[src/rtl/ser_tx_pkg.sv]
package ser_tx_pkg;

  // Number of flops that sample the asynchronous serial clock before edge detection.
  localparam int unsigned SYNC_STAGES = 2;

  // What the shifter does on a given cycle.
  typedef enum logic [1:0] {
    ACT_IDLE   = 2'd0,  // no qualifying edge this cycle
    ACT_SHIFT  = 2'd1,  // advance to the next bit of the current word
    ACT_LOAD   = 2'd2,  // current word finished, take the held word
    ACT_STARVE = 2'd3   // current word finished, nothing held
  } shift_act_e;

endpackage

[src/rtl/ser_tx_edge.sv]
module ser_tx_edge #(
  parameter int unsigned SYNC_W = ser_tx_pkg::SYNC_STAGES
) (
  input  logic clk_i,
  input  logic rst_ni,
  input  logic sclk_i,
  input  logic inv_i,
  input  logic en_i,
  output logic edge_o
);

  logic [SYNC_W-1:0] sync_q;
  logic [SYNC_W-1:0] sync_d;
  logic              prev_q;
  logic              prev_d;
  logic              level;

  // Polarity is applied before the first flop so that both polarities see the same latency.
  always_comb begin
    sync_d = {sync_q[SYNC_W-2:0], sclk_i ^ inv_i};
    level  = sync_q[SYNC_W-1];
    prev_d = level;
  end

  always_ff @(posedge clk_i or negedge rst_ni) begin
    if (!rst_ni) begin
      sync_q <= '0;
      prev_q <= 1'b0;
    end else begin
      sync_q <= sync_d;
      prev_q <= prev_d;
    end
  end

  assign edge_o = en_i & level & ~prev_q;

endmodule

[src/rtl/ser_tx_hold.sv]
module ser_tx_hold #(
  parameter int unsigned DATA_W = 32,
  localparam int unsigned CNT_W = $clog2(DATA_W)
) (
  input  logic              clk_i,
  input  logic              rst_ni,
  input  logic              wr_i,
  input  logic [DATA_W-1:0] wr_data_i,
  input  logic [CNT_W-1:0]  wr_len_i,
  input  logic              take_i,
  output logic              full_o,
  output logic [DATA_W-1:0] data_o,
  output logic [CNT_W-1:0]  len_o,
  output logic              empty_o
);

  logic              full_q, full_d;
  logic              empty_q, empty_d;
  logic [DATA_W-1:0] data_q;
  logic [CNT_W-1:0]  len_q;

  // A write on the same cycle as a take wins: the fresh word stays held.
  always_comb begin
    full_d  = full_q;
    empty_d = empty_q;
    if (take_i) begin
      full_d  = 1'b0;
      empty_d = 1'b1;
    end
    if (wr_i) begin
      full_d  = 1'b1;
      empty_d = 1'b0;
    end
  end

  always_ff @(posedge clk_i or negedge rst_ni) begin
    if (!rst_ni) begin
      full_q  <= 1'b0;
      empty_q <= 1'b0;
    end else begin
      full_q  <= full_d;
      empty_q <= empty_d;
    end
  end

  always_ff @(posedge clk_i or negedge rst_ni) begin
    if (!rst_ni) begin
      data_q <= '0;
      len_q  <= '0;
    end else if (wr_i) begin
      data_q <= wr_data_i;
      len_q  <= wr_len_i;
    end
  end

  assign full_o  = full_q;
  assign data_o  = data_q;
  assign len_o   = len_q;
  assign empty_o = empty_q;

endmodule

[src/rtl/ser_tx_shift.sv]
module ser_tx_shift
  import ser_tx_pkg::*;
#(
  parameter int unsigned DATA_W = 32,
  localparam int unsigned CNT_W = $clog2(DATA_W)
) (
  input  logic              clk_i,
  input  logic              rst_ni,
  input  logic              edge_i,
  input  logic              wr_i,
  input  logic              held_full_i,
  input  logic [DATA_W-1:0] held_data_i,
  input  logic [CNT_W-1:0]  held_len_i,
  output logic              take_o,
  output logic              bit_o,
  output logic              underrun_o
);

  localparam logic [CNT_W-1:0] CNT_ONE = CNT_W'(1);

  shift_act_e        act;
  logic [DATA_W-1:0] sh_q, sh_d;
  logic [CNT_W-1:0]  rem_q, rem_d;
  logic              und_q, und_d;
  logic              word_done;
  logic              sh_en;

  assign word_done = (rem_q == '0);

  always_comb begin
    if (!edge_i)          act = ACT_IDLE;
    else if (!word_done)  act = ACT_SHIFT;
    else if (held_full_i) act = ACT_LOAD;
    else                  act = ACT_STARVE;
  end

  always_comb begin
    sh_d  = sh_q;
    rem_d = rem_q;
    sh_en = 1'b0;
    unique case (act)
      ACT_SHIFT: begin
        sh_d  = {1'b0, sh_q[DATA_W-1:1]};
        rem_d = rem_q - CNT_ONE;
        sh_en = 1'b1;
      end
      ACT_LOAD: begin
        sh_d  = held_data_i;
        rem_d = held_len_i;
        sh_en = 1'b1;
      end
      default: begin
        sh_en = 1'b0;
      end
    endcase
  end

  // A write on the same cycle as a starved edge wins, so the flag stays clear.
  always_comb begin
    und_d = und_q;
    if (act == ACT_STARVE) und_d = 1'b1;
    if (wr_i)              und_d = 1'b0;
  end

  always_ff @(posedge clk_i or negedge rst_ni) begin
    if (!rst_ni) begin
      sh_q  <= '0;
      rem_q <= '0;
    end else if (sh_en) begin
      sh_q  <= sh_d;
      rem_q <= rem_d;
    end
  end

  always_ff @(posedge clk_i or negedge rst_ni) begin
    if (!rst_ni) und_q <= 1'b0;
    else         und_q <= und_d;
  end

  assign take_o     = (act == ACT_LOAD);
  assign bit_o      = sh_q[0];
  assign underrun_o = und_q;

endmodule

[src/rtl/ser_shift_tx.sv]
module ser_shift_tx #(
  parameter int unsigned DATA_W = 32,
  localparam int unsigned CNT_W = $clog2(DATA_W)
) (
  input  logic              clk_i,
  input  logic              rst_ni,
  input  logic              sclk_i,
  input  logic              cfg_sclk_inv_i,
  input  logic              tx_en_i,
  input  logic              out_reg_i,
  input  logic              load_valid_i,
  input  logic [DATA_W-1:0] load_data_i,
  input  logic [CNT_W-1:0]  cfg_len_i,
  output logic              pin_o,
  output logic              buf_empty_o,
  output logic              underrun_o
);

  // Reset is asserted at once and released two clock edges later.
  logic [1:0]        rst_pipe_q;
  logic              rst_n_int;
  logic              edge_w;
  logic              take_w;
  logic              held_full_w;
  logic [DATA_W-1:0] held_data_w;
  logic [CNT_W-1:0]  held_len_w;
  logic              shift_bit;

  always_ff @(posedge clk_i or negedge rst_ni) begin
    if (!rst_ni) rst_pipe_q <= 2'b00;
    else         rst_pipe_q <= {rst_pipe_q[0], 1'b1};
  end
  assign rst_n_int = rst_pipe_q[1];

  ser_tx_edge i_edge (
    .clk_i  (clk_i),
    .rst_ni (rst_n_int),
    .sclk_i (sclk_i),
    .inv_i  (cfg_sclk_inv_i),
    .en_i   (tx_en_i),
    .edge_o (edge_w)
  );

  ser_tx_hold #(.DATA_W(DATA_W)) i_hold (
    .clk_i     (clk_i),
    .rst_ni    (rst_n_int),
    .wr_i      (load_valid_i),
    .wr_data_i (load_data_i),
    .wr_len_i  (cfg_len_i),
    .take_i    (take_w),
    .full_o    (held_full_w),
    .data_o    (held_data_w),
    .len_o     (held_len_w),
    .empty_o   (buf_empty_o)
  );

  ser_tx_shift #(.DATA_W(DATA_W)) i_shift (
    .clk_i       (clk_i),
    .rst_ni      (rst_n_int),
    .edge_i      (edge_w),
    .wr_i        (load_valid_i),
    .held_full_i (held_full_w),
    .held_data_i (held_data_w),
    .held_len_i  (held_len_w),
    .take_o      (take_w),
    .bit_o       (shift_bit),
    .underrun_o  (underrun_o)
  );

  assign pin_o = tx_en_i ? shift_bit : out_reg_i;

endmodule

[config.mk]
export PLATFORM = sky130hd
export DESIGN_NAME = ser_shift_tx
export DESIGN_NICKNAME = d
export VERILOG_FILES = /design/src/rtl/ser_tx_pkg.sv /design/src/rtl/ser_tx_edge.sv /design/src/rtl/ser_tx_hold.sv /design/src/rtl/ser_tx_shift.sv /design/src/rtl/ser_shift_tx.sv
export SDC_FILE = /design/constraint.sdc
export NUM_CORES = 1
export LEC_CHECK = 0
export CAP_MARGIN = 30
export CORE_AREA = 2 2 97 108
export CTS_CLUSTER_DIAMETER = 80
export CTS_CLUSTER_SIZE = 10
export DETAILED_ROUTE_END_ITERATION = 8
export DIE_AREA = 0 0 99 110
export REMOVE_ABC_BUFFERS = 1
export SKIP_LAST_GASP = 1
export SYNTH_ARGS = -nofsm -noshare
export SYNTH_HDL_FRONTEND = slang
export SYNTH_HIERARCHICAL = 1
export SYNTH_SLANG_ARGS = --single-unit
[constraint.sdc]
create_clock -name clk_i -period 3.3 [get_ports clk_i]
set_clock_uncertainty 0.15 [all_clocks]
set_input_delay 0.66 -clock clk_i [delete_from_list [all_inputs] [get_ports clk_i]]
set_output_delay 0.66 -clock clk_i [all_outputs]
set_load 0.01 [all_outputs]
==> results of run 1 <==
[cell type report]
class                           count  area [um^2]  area share [%]
Sequential cell                    82         2060            47.6
Multi-Input combinational cell    174         1340            31.0
Timing Repair Buffer               50          551            12.8
Clock buffer                       12          155            3.60
Tap cell                          120          150            3.48
Clock inverter                      4         50.0            1.16
Inverter                            4         15.0           0.348
[layout by cell type, fill, tap and decap left out, types with 2 or more instances in the layout]
cell type	Yosys	layout
o21ai_1	5	5
clkdlybuf4s50_1	0	45
ha_2	0	2
and2_1	2	2
nor3_2	2	2
a211oi_1	2	2
nor2b_1	3	3
nor2_1	5	5
a21oi_1	2	2
a22oi_1	3	3
nor3b_1	3	3
clkinvlp_4	0	2
buf_12	0	2
o21ai_0	28	28
nor3_1	2	2
mux2_4	9	9
inv_1	4	4
mux2i_1	33	33
dfrtp_1	82	81
clkbuf_8	0	11
buf_16	0	2
mux2_2	29	29
ha_1	4	2
nand2_1	37	37
[sequential cells by signal, indices dropped and copies added, names as in the netlist]
register,count
i_shift/rem_q,5
i_hold/full_o,1
i_hold/data_o,32
i_edge/sync_q,2
i_hold/empty_o,1
i_edge/prev_q,1
i_shift/underrun_o,1
i_hold/len_o,5
i_shift/sh_q,32
rst_pipe_q,2
[kinds of logic (layout without fill, tap and decap cells)]
family,Yosys count,after routing
flip-flops,82,82
adder cells (fa/ha/maj),4,4
XOR/XNOR,1,1
AO/OA/AOI/OAI,41,41
other,1,1
multiplexers,71,71
buffers and inverters,21,70
AND/OR/NAND/NOR,56,56
[stage by stage]
step                      cell area (um^2)  hold WS (ns)  worst slack, ns  total power [mW]  util (%)
final                                 4320         0.127            0.564              2.08      44.3
after floorplan                       3400         0.181            0.165              1.25         -
after detailed placement              4080         0.151            0.446              1.36      41.9
after global placement                4060         0.190            0.477              1.35      41.6
after global routing                  4320         0.187            0.491              2.19      44.3
after CTS                             4290         0.157            0.559              2.11      44.0
[worst max path at each step]
stage | slack (ns) | end | cells after the start | from
floorplan | 0.17 | i_shift/rem_q[2] | 8 | i_shift/rem_q[0]
global placement | 0.48 | i_shift/rem_q[1] | 7 | tx_en_i
detailed placement | 0.45 | i_shift/rem_q[1] | 7 | tx_en_i
CTS | 0.56 | pin_o | 3 | tx_en_i
global route | 0.49 | i_shift/rem_q[1] | 8 | i_shift/rem_q[0]
finish | 0.56 | pin_o | 3 | tx_en_i
[worst max-delay path, stage by stage]
cell and delay [ns]:
clkdlybuf4s50_1 0.49, mux2_4 0.30, clkdlybuf4s50_1 0.47
[metal layers]
layer / part of all wire [%] / track usage [%] / vias to the layer above
met5: 0 / 0 / -
met4: 1.2 / 5.28 / 0
met3: 4.5 / 3.85 / 5
met2: 45 / 17.9 / 33
met1: 49 / 15.2 / 1012
li1: - / - / 1040
[power breakdown]
group / total (mW) / internal [mW] / switching (mW)
clock network: 0.736 / 0.390 / 0.346
logic: 0.217 / 0.133 / 0.0841
registers: 1.12 / 1.08 / 0.0478
==> impl_results.md, run 1 <==
* PostCTS Resize Cnt at 0
* Hold WC Path Type: reg -> async
* Hold Vio Cnt, Final at 0
* Antenna diodes at 0
* Final wirelength at 5890 um
* Crit path time final at 2.74 ns
* Worst setup SP type: primary input
* Synth Cell Area at 3520 um^2
* # clock sinks at 82
* Layout Cells excl Fill at 446
* Post-CTS Setup Bufs at 0
* Top cells by count, synth: 82 x dfrtp_1, 37 x nand2_1, 33 x mux2i_1
* R2r endpoint: i_shift/rem_q[1]
* Post-synthesis average cell area at 12.7 um^2
* DR WL/cell at 13.2 um
* P per Cell Area at 481 nW/um^2
* IO Pins at 47
* PortBufs at 46
* LEAKAGE at 1.72 nW
* CP Capture Type: primary output
* Starting Density at 36.1%
* Die area at 10900 um^2
* # fillers at 893
* Total GRT Usage at 11.7%
* Post-Synth Simple-Gate Area at 7.35%
* Htree depth at 3
* CP Data Arrival Time at 1.93 ns
* Worst-Skew Late Latency at 0.35 ns
* Drt drc at 0
* Required @ worst endpoint at 2.49 ns
* Outcome: finished clean
* P&R area growth vs syn at 22.5%
* Synth Area in XOR/XNOR at 0.249%
* Antenna violations before repair at 0
* R2R depth at 8
* Post-synth ARST share at 100%
* CTS tree: done
* FF-to-FF setup slack at 0.69 ns
* Floorplan row count at 38
* Vias at 2090
* Fmax at 366 MHz
* 1st-iter DRT viols at 61
* Compound-Gate Fraction of Synth Area at 6.25%
* Placer Congestion at 0.701
* Seq/Total Area, Yosys at 58.3%
* Largest family of logic cells by synthesized area: multiplexers
* Clk slew on worst S/H paths at 0.08 ns
* R2r startpoint: i_shift/rem_q[0]
* CP Max Fanout at 2
* Netlist cell types at 27
* Root buf cell: clkbuf_8
* Peak VDD IR at 0.000238 V
* Most used DFF post-synth: dfrtp_1
* Via density at 4.69
* Cells after synthesis at 277
* Synth top area share at 58.3%
* Cells after DPL at 429
* Post-route ant nets at 0
* Layout cells sized above 1 at 19.3%
* Drt pass-1 iters at 4
* #FFs+latches synth at 82
* Synth area leader: dfrtp_1
* Warnings from Yosys at 6
* DP HPWL at 3840 um
* Die span in y at 110 um
* Largest net degree at the start of global routing at 52
* Hold_buf cts at 0
* Count leader, synth: dfrtp_1
* Number of synthesized flops with an enable pin at 0
* Total gr overflow at 0
* Max-cap violations at 0
* Chip width at 99 um
* Pins Over Slew Limit at 0
* Setup Viol. Count Final at 0
* Nets at 369
* Number of global-route vias before repair at 2101
* Max transition margin at 64.7%
* Unrepaired setup endpoints after global routing: false
* First-pass GRT wire length at 9840 um
* Slew at the pin with the worst max-slew slack at 0.529 ns
* Mux share of post-synthesis cell area at 22.5%
* Critical path type: in -> out
* CORE AREA at 9750 um^2
* Clock Tree Buf Depth at 2
* Post-synthesis adder-cell area fraction at 1.42%
* Tcrit/Tclk final at 82.9%
* CTS buffer count at 9
* Synth top area cells: dfrtp_1 58%, mux2i_1 9.4%, mux2_2 9.3%
* Setup TNS at 0 ns
No activity file was read; power rests on OpenSTA's default activity.
==> run 2: changes to the inputs <==
- clock period: 3.3 -> 2.4 ns (I/O delays scaled with it)
==> impl_results.md, run 2 (synthesized netlist as in run 1, its figures left out) <==
* Outcome: finished clean (unchanged)
* Net Sw Power at 0.705 mW (was 0.478 mW)
* Root buf cell: clkbuf_8 (unchanged)
* Drt pass-1 iters at 3 (was 4)
* P per Cell Area at 651 nW/um^2 (was 481 nW/um^2)
* Starting Density at 36.1% (unchanged)
* Layout cells sized above 1 at 22.2% (was 19.3%)
* M2 GR Usage at 19.4% (was 17.9%)
* M3 GR Usage at 3.66% (was 3.85%)
* Hold Vio Cnt, Final at 0 (unchanged)
* Most common cell after layout, fill and taps aside: dfrtp_1 (unchanged)
* Tcrit/Tclk final at 91.0%
* Fmax at 458 MHz
* Max-cap violations at 0 (unchanged)
* Clock power share at 35.2% (was 35.5%)
* DP HPWL at 4200 um (was 3840 um)
* Power Internal at 2.15 mW (was 1.60 mW)
* Required @ worst endpoint at 2.50 ns (was 2.49 ns)
* Gate power share at 10.8% (was 10.4%)
* Most frequent cells in the layout: 81 x dfrtp_1, 44 x clkdlybuf4s50_1, 36 x nand2_1, 33 x mux2i_1, 29 x mux2_2 (was 81 x dfrtp_1, 45 x clkdlybuf4s50_1, 37 x nand2_1, 33 x mux2i_1, 29 x mux2_2)
* Clk slew on worst S/H paths at 0.08 ns (about the same)
* PortBufs at 46 (unchanged)
* P&R area growth vs syn at 24.7% (was 22.5%)
* Slew at the pin with the worst max-slew slack at 0.588 ns (was 0.529 ns)
* Vias at 2118 (was 2090)
* First-pass GRT wire length at 10600 um (was 9840 um)
* Post-CTS Setup Bufs at 0 (unchanged)
* Antenna violations before repair at 0 (unchanged)
* Worst setup SP type: flop (was primary input)
* Crit path time final at 2.18 ns
* Drt drc at 0 (unchanged)
* Critical path type: reg -> reg (was in -> out)
* CP Cell Sequence: inv_1 -> ha_1 -> nor4b_2 -> nand2_1 -> nand2_2 -> ha_4 -> buf_12 -> a211oi_1 (was clkdlybuf4s50_1 -> mux2_4 -> clkdlybuf4s50_1)
* Post-Place Worst Slack at -0.154 ns (was 0.446 ns)
* Total gr overflow at 0 (unchanged)
* Largest net degree at the start of global routing at 46 (was 52)
* Placed cell areas at 4160 um^2 (was 4080 um^2)
* Cells after DPL at 437 (was 429)
* Worst-Skew Late Latency at 0.36 ns (was 0.35 ns)
* Delay of the slowest critical-path stage at 0.39 ns (was 0.49 ns)
* Met1 Use GR at 16.6% (was 15.2%)
* CP Data Arrival Time at 2.28 ns (was 1.93 ns)
* CP Capture Type: flop (was primary output)
* Total GRT Usage at 12.7% (was 11.7%)
* CP Max Fanout at 32 (was 2)
* Placer Congestion at 0.738 (was 0.701)
* Chip width at 99 um (unchanged)
* Setup Viol. Count Final at 0 (unchanged)
* Die area at 10900 um^2 (unchanged)
* Final core utilization at 45.1% (was 44.3%)
* Sw frac at 24.6% (was 23.0%)
* GR peak layer: met2 (unchanged)
* Die span in y at 110 um (unchanged)
* Hold WC Path Type: in -> async (was reg -> async)
* Post-route ant nets at 0 (unchanged)
* Max transition margin at 60.8% (was 64.7%)
* 1st-iter DRT viols at 46 (was 61)
* # fillers at 888 (was 893)
* Via density at 4.68 (was 4.69)
* Total Power at 2.86 mW (was 2.08 mW)
* Antenna diodes at 0 (unchanged)
* LEAKAGE at 1.77 nW (was 1.72 nW)
* CORE AREA at 9750 um^2 (unchanged)
* # clock sinks at 82 (unchanged)
* Final worst setup slack at 0.217 ns (was 0.564 ns)
* Pins Over Slew Limit at 0 (unchanged)
* Design Area, Final at 4390 um^2 (was 4320 um^2)
* Register share of total power at 54.0% (was 54.1%)
* CTS tree: done (unchanged)
* DR WL/cell at 13.5 um (was 13.2 um)
* Floorplan row count at 38 (unchanged)
* Final wirelength at 6110 um (was 5890 um)
* Number of global-route vias before repair at 2193 (was 2101)
* Unrepaired setup endpoints after global routing: false (unchanged)
* Nets at 376 (was 369)
* Layout Cells excl Fill at 453 (was 446)
* Clock Tree Buf Depth at 2 (unchanged)
* CTS buffer count at 9 (unchanged)
* IO Pins at 47 (unchanged)
* Slowest CP cell: dfrtp_1 (was clkdlybuf4s50_1)
* Htree depth at 3 (unchanged)
* Peak VDD IR at 0.000308 V (was 0.000238 V)
* R2R depth at 8 (unchanged)
==> run 2: per-stage QoR <==
| stage | hold slack (ns) | TNS [ns] |
|---|---|---|
| 6_report | 0.128 | 0 |
| 5_1_grt | 0.105 | 0 |
| 4_1_cts | 0.104 | 0 |
| 3_5_place_dp | 0.190 | -2.78 |
| 3_3_place_gp | 0.189 | -0.849 |
| 2_1_floorplan | 0.0344 | -41.80 |
==> run 2: repair_timing <==
action | CTS | global route
gates resized for setup | 1 | 5
endpoints found under the setup margin | 10 | 10
hold buffers | 0 | 0
==> run 2: layout make-up <==
type / instances / area, um^2 / area share (%)
Clock inverter: 7 / 76.3 / 1.74
Sequential cell: 82 / 2060 / 46.8
Tap cell: 120 / 150 / 3.42
Clock buffer: 9 / 124 / 2.82
Inverter: 4 / 15.0 / 0.342
Multi-Input combinational cell: 174 / 1370 / 31.2
Timing Repair Buffer: 57 / 603 / 13.7
==> run 2: layer usage <==
metal | wire, um | share of wire, % | vias up
li1 | - | - | 1053
met1 | 2930 | 48 | 1024
met2 | 2840 | 46 | 32
met3 | 236 | 3.9 | 9
met4 | 104 | 1.7 | 0
met5 | 0 | 0 | -
==> run 2: path summary, 6_finish.rpt <==
| path | start | to | slack (ns) |
|---|---|---|---|
| worst max-delay path | i_shift/rem_q[0] | i_shift/rem_q[0] | 0.22 |
| worst min-delay path | rst_ni | rst_pipe_q[1] | 0.13 |
| worst max register to register | i_shift/rem_q[0] | i_shift/rem_q[0] | 0.22 |
| worst min register to register | rst_pipe_q[1] | i_hold/data_o[9] | 0.19 |
| max in group asynchronous | rst_pipe_q[1] | i_hold/data_o[31] | 1.33 |
| min in group clk_i | i_edge/sync_q[0] | i_edge/sync_q[1] | 0.21 |
==> run 2: worst max-delay path, delay by kind of cell (launching register included) <==
kind / cells / cell delay, ns
adders and majority gates: 2 / 0.47
DFF: 1 / 0.39
AOI/OAI and AO/OA: 1 / 0.27
and+or+nand+nor: 3 / 0.53
buffers and inverters: 2 / 0.28
==> run 2: power groups by stage <==
stage | clock, mW | combinational [mW] | sequential [mW]
2_1_floorplan | 0 | 0.164 | 1.56
3_3_place_gp | 0 | 0.298 | 1.57
3_5_place_dp | 0 | 0.309 | 1.57
4_1_cts | 1.05 | 0.311 | 1.55
5_1_grt | 1.12 | 0.342 | 1.56
6_report | 1.01 | 0.308 | 1.54
